[src/rtl/bsel_pkg.sv]
package bsel_pkg;
    localparam int PAGE_W = 3;

    typedef struct packed {
        logic [PAGE_W-1:0] page;
        logic              reply;
    } bsel_state_t;
endpackage

[src/rtl/bsel_decode.sv]
module bsel_decode #(
    parameter int          ADDR_W   = 22,
    parameter logic [21:0] SEL_ADDR = 22'o17775100
) (
    input  logic [ADDR_W-1:0] addr,
    input  logic              wr_stb,
    input  logic              sel_en,
    output logic              wr_hit
);
    localparam logic [ADDR_W-1:0] MATCH = ADDR_W'(SEL_ADDR);

    // Only write transfers are decoded; the register cannot be read.
    always_comb begin
        wr_hit = sel_en && wr_stb && (addr == MATCH);
    end
endmodule

[src/rtl/bsel_match.sv]
module bsel_match #(
    parameter int PAGE_W = 3
) (
    input  logic [PAGE_W-1:0] page_q,
    input  logic [PAGE_W-1:0] page_cfg,
    input  logic              sel_en,
    output logic              bank_active
);
    logic [PAGE_W-1:0] own_page;

    always_comb begin
        own_page    = ~page_cfg;                 // plug on reads as 0
        bank_active = !sel_en || (page_q == own_page);
    end
endmodule

[src/rtl/bank_page_latch.sv]
module bank_page_latch
    import bsel_pkg::*;
#(
    parameter int          ADDR_W   = 22,
    parameter int          DATA_W   = 16,
    parameter int          PAGE_LSB = 5,
    parameter int          MIRROR_W = 7,
    parameter logic [21:0] SEL_ADDR = 22'o17775100
) (
    input  logic              clk,
    input  logic              bus_init,
    input  logic [ADDR_W-1:0] addr,
    input  logic [DATA_W-1:0] wdata,
    input  logic              wr_stb,
    input  logic              rd_stb,
    input  logic              sel_en,
    input  logic              reply_en,
    input  logic [PAGE_W-1:0] page_cfg,
    output logic              reply,
    output logic [PAGE_W-1:0] page,
    output logic [MIRROR_W-1:0] csr_mirror,
    output logic              bank_active
);
    localparam int PAGE_MSB = PAGE_LSB + PAGE_W - 1;

    logic        wr_hit;
    bsel_state_t st_d, st_q;

    bsel_decode #(.ADDR_W(ADDR_W), .SEL_ADDR(SEL_ADDR)) u_dec (
        .addr   (addr),
        .wr_stb (wr_stb),
        .sel_en (sel_en),
        .wr_hit (wr_hit)
    );

    always_comb begin
        st_d       = st_q;
        st_d.reply = wr_hit && reply_en;
        if (wr_hit) st_d.page = wdata[PAGE_MSB:PAGE_LSB];
        if (bus_init) begin
            st_d.page  = '0;
            st_d.reply = 1'b0;
        end
    end

    always_ff @(posedge clk) begin
        st_q <= st_d;
    end

    bsel_match #(.PAGE_W(PAGE_W)) u_match (
        .page_q      (st_q.page),
        .page_cfg    (page_cfg),
        .sel_en      (sel_en),
        .bank_active (bank_active)
    );

    assign reply      = st_q.reply;
    assign page       = st_q.page;
    assign csr_mirror = {{(MIRROR_W-PAGE_W){1'b0}}, st_q.page};

    logic unused_bits;
    assign unused_bits = ^{wdata[DATA_W-1:PAGE_MSB+1], wdata[PAGE_LSB-1:0]};

    a_r2_page_loads: assert property (@(posedge clk) disable iff (bus_init)
        (sel_en && wr_stb && addr == ADDR_W'(SEL_ADDR)) |=> (page == $past(wdata[PAGE_MSB:PAGE_LSB])));

    a_r3_reply_needs_option: assert property (@(posedge clk) disable iff (bus_init)
        !reply_en |=> !reply);

    a_r4_read_unanswered: assert property (@(posedge clk) disable iff (bus_init)
        (rd_stb && !wr_stb) |=> (!reply && $stable(page)));

    a_r6_disabled_quiet: assert property (@(posedge clk) disable iff (bus_init)
        !sel_en |=> (!reply && $stable(page)));

    a_r6_disabled_active: assert property (@(posedge clk) disable iff (bus_init)
        !sel_en |-> bank_active);
endmodule

[config.mk]
export PLATFORM = sky130hd
export DESIGN_NAME = bank_page_latch
export DESIGN_NICKNAME = d
export VERILOG_FILES = /design/src/rtl/bsel_pkg.sv /design/src/rtl/bsel_decode.sv /design/src/rtl/bsel_match.sv /design/src/rtl/bank_page_latch.sv
export SDC_FILE = /design/constraint.sdc
export NUM_CORES = 1
export LEC_CHECK = 0
export BUFFER_PORTS_ARGS = -buffer_cell sky130_fd_sc_hd__clkbuf_2
export CORE_AREA = 2 2 39 41
export DETAILED_ROUTE_END_ITERATION = 7
export DIE_AREA = 0 0 41 43
export GPL_TIMING_DRIVEN = 0
export PLACE_DENSITY = 0.72
export SETUP_SLACK_MARGIN = 0.02
export SLEW_MARGIN = 20
export SYNTH_ARGS = -nofsm -noshare
export SYNTH_HDL_FRONTEND = slang
export SYNTH_HIERARCHICAL = 1
export SYNTH_SLANG_ARGS = --single-unit
[constraint.sdc]
create_clock -name clk -period 1.7 [get_ports clk]
set_input_delay 0.085 -clock clk [delete_from_list [all_inputs] [get_ports clk]]
set_output_delay 0.085 -clock clk [all_outputs]
set_load 0.02 [all_outputs]
==> results.tsv <==
stage	metric	value	unit
drt	viasPerCell	4.021	
job	cap_violations	0	
sta	fin_crit	1.303	ns
cts	cts-root-buf	clkbuf_4	
cts	cts_setup_buffers	0	
yosys	seq_area_frac_synth	0.2832	
cts	cts_hold_buf	0	
power	vdd_ir_drop_max	0.0002146	V
cells_and_area	syn2layout_area_growth	89.82	%
cts	clk_pin_slew	0.04	ns
sta	hold_viol	0	
drt	wl	812	um
drt	routedWlPerCell	8.547	um
outcome	status	finished, final reports clean	
setup_path	setup.worst_path.start_class	primary input	
sta	setup_ws	0.3974	ns
drt	drt_iter0_markers	0	
cts	cts_tree	yes	
cts	clk_path_buf_depth	2	
cts	h-tree-depth	1	
floorplan	coreArea	1384	sq um
yosys	synth-seq-cells	4	
drt	drc_errors	0	
grt	antenna_found_initial	0	
drt	via_count	382	
power	power_frac_clock	0.417	
drt	ant_nets	0	
sta	holdWs	0.06332	ns
floorplan	die_x	41	um
sta	timing.final.crit_share	0.7663	
setup_path	critical_path.max_fanout	4	
power	power_frac_comb	0.235	
floorplan	die_h	43	um
cts	cts_made_buffers	3	
sta	relSlewSlack	0.6094	
sta	rsz0062_at_grt	false	
cts	clkLatencyLatePin	0.23	ns
sta	finalSetupTns	0	ns
placement	portBuffers	40	
sta	max_freq	767.7	MHz
power	p_per_area	506.5	nW/um^2
power	cellLeakagePower	0.2929	nW
floorplan	die-area	1763	sq um
grt	grt_max_degree	5	
placement	place_ws	0.1127	ns
setup_path	critPathKind	primary input to register	
cts	clkSinkCount	4	
cells_and_area	fill_cells	159	
power	netSwitchingFraction	0.2222	
grt	grt_pass1_wl	952	um
yosys	yosysWarnings	6	
setup_path	crit_arrival	1.42	ns
power	p_int	0.2115	mW
yosys	synth_area	282.8	sq um
sta	slew_viol_final	0	
setup_path	cp-end-kind	register	
yosys	synthCells	33	
cts	cts_resized	0	
setup_path	cp.required	1.82	ns
placement	gp_congestion	0.6019	
drt	drt_first_pass_iters	1	
cells_and_area	regArea	80.08	sq um
cells_and_area	drive_above_1_share	0.6456	
sta	fin_skew	0	ns
floorplan	io_pins	59	
floorplan	start_util	0.2043	
yosys	synth.avg_cell_area	8.569	sq um
cells_and_area	antenna_cells	0	
cells_and_area	multiInputGateArea	161.4	sq um
power	p_sw	0.06040	mW
grt	grt.overflow.total	0	
worst_hold_path	hold_class	primary input to register	
power	seqPwrFrac	0.347	
grt	track_usage	0.08333	
yosys	netlist-cell-type-count	12	
grt	grt_pass1_vias	304	
sta	worst_slew_pin_slew	0.5810	ns
floorplan	rows	14	
sta	setup_viol	0	
cells_and_area	num-nets-final	128	
[registers in the layout, summed over array words and instances (netlist names)]
signal	count
page	3
reply	1
[logic make-up after synthesis]
logic type,count (synthesis),synth area share
multiplexers,3,0.1062
buffers and inverters,7,0.1858
AO/OA/AOI/OAI,1,0.02656
XOR/XNOR,3,0.09294
AND/OR/NAND/NOR,14,0.2920
other,1,0.01326
flip-flops,4,0.2832
[Yosys cell counts]
cell type | count | area share
buf_4 | 7 | 0.19
conb_1 | 1 | 0.013
dfxtp_1 | 4 | 0.28
mux2i_1 | 3 | 0.11
nand2_1 | 1 | 0.013
nand4_1 | 4 | 0.088
nor2_1 | 6 | 0.080
nor4_2 | 1 | 0.044
nor4b_1 | 1 | 0.031
nor4bb_1 | 1 | 0.035
o31ai_1 | 1 | 0.027
xnor2_1 | 3 | 0.093
[per-stage QoR]
step / instance area, sq um / power, mW / utilization / std cells
finish: 536.8 / 0.2719 / 0.3879 / 95
global route: 536.8 / 0.2912 / 0.3879 / 95
CTS: 536.8 / 0.2799 / 0.3879 / 95
detailed placement: 514.2 / 0.1601 / 0.3716 / 92
global placement: 514.2 / 0.1593 / 0.3716 / 92
floorplan: 294.0 / 0.1208 / - / 36
[power groups by stage]
stage	registers, mW	clock network, mW	logic (mW)
floorplan	0.0958	0	0.0250
global placement	0.0958	0	0.0635
CTS	0.0944	0.121	0.0646
finish	0.0944	0.113	0.0640
global route	0.0943	0.125	0.0721
detailed placement	0.0958	0	0.0643
[cell usage in the layout (no fill, tap or decap), types with 3 or more instances in the layout]
cell | Yosys | layout
dfxtp_1 | 4 | 4
xnor2_1 | 3 | 3
conb_1 | 1 | 4
clkbuf_4 | 0 | 3
nor2_1 | 6 | 6
buf_4 | 7 | 7
nand4_1 | 4 | 4
mux2i_1 | 3 | 3
clkbuf_2 | 0 | 40
[final timing paths]
path,cells after the start,slack (ns),end,start
setup / recovery,6,0.40,page[1]$_SDFFE_PP0P_,addr[3]
hold / removal,3,0.06,reply$_SDFF_PP0_,reply_en
setup reg to reg,2,1.06,page[1]$_SDFFE_PP0P_,page[1]$_SDFFE_PP0P_
hold reg to reg,2,0.56,page[0]$_SDFFE_PP0P_,page[0]$_SDFFE_PP0P_
[per-layer routing]
metal	vias up	routed length, um	GRT usage
li1	198	-	-
met1	152	228	0.05466
met2	32	404	0.1688
met3	0	179	0.01571
met4	0	0	0.06000
met5	-	0	0
[final cells by class]
cell class                 count  area share
timing repair buffer          40      0.3730
multi-input combinational     25      0.3007
sequential                     4      0.1492
buffer                         7     0.09790
clock buffer                   3     0.04196
tap                           16     0.03730
[critical path, stage by stage]
cell and delay, ns:
clkbuf_2 0.08, nor4bb_1 0.26, nand4_1 0.15, nor4_2 0.53, mux2i_1 0.26, nor2_1 0.05
Power figures use the tool's default switching activity.
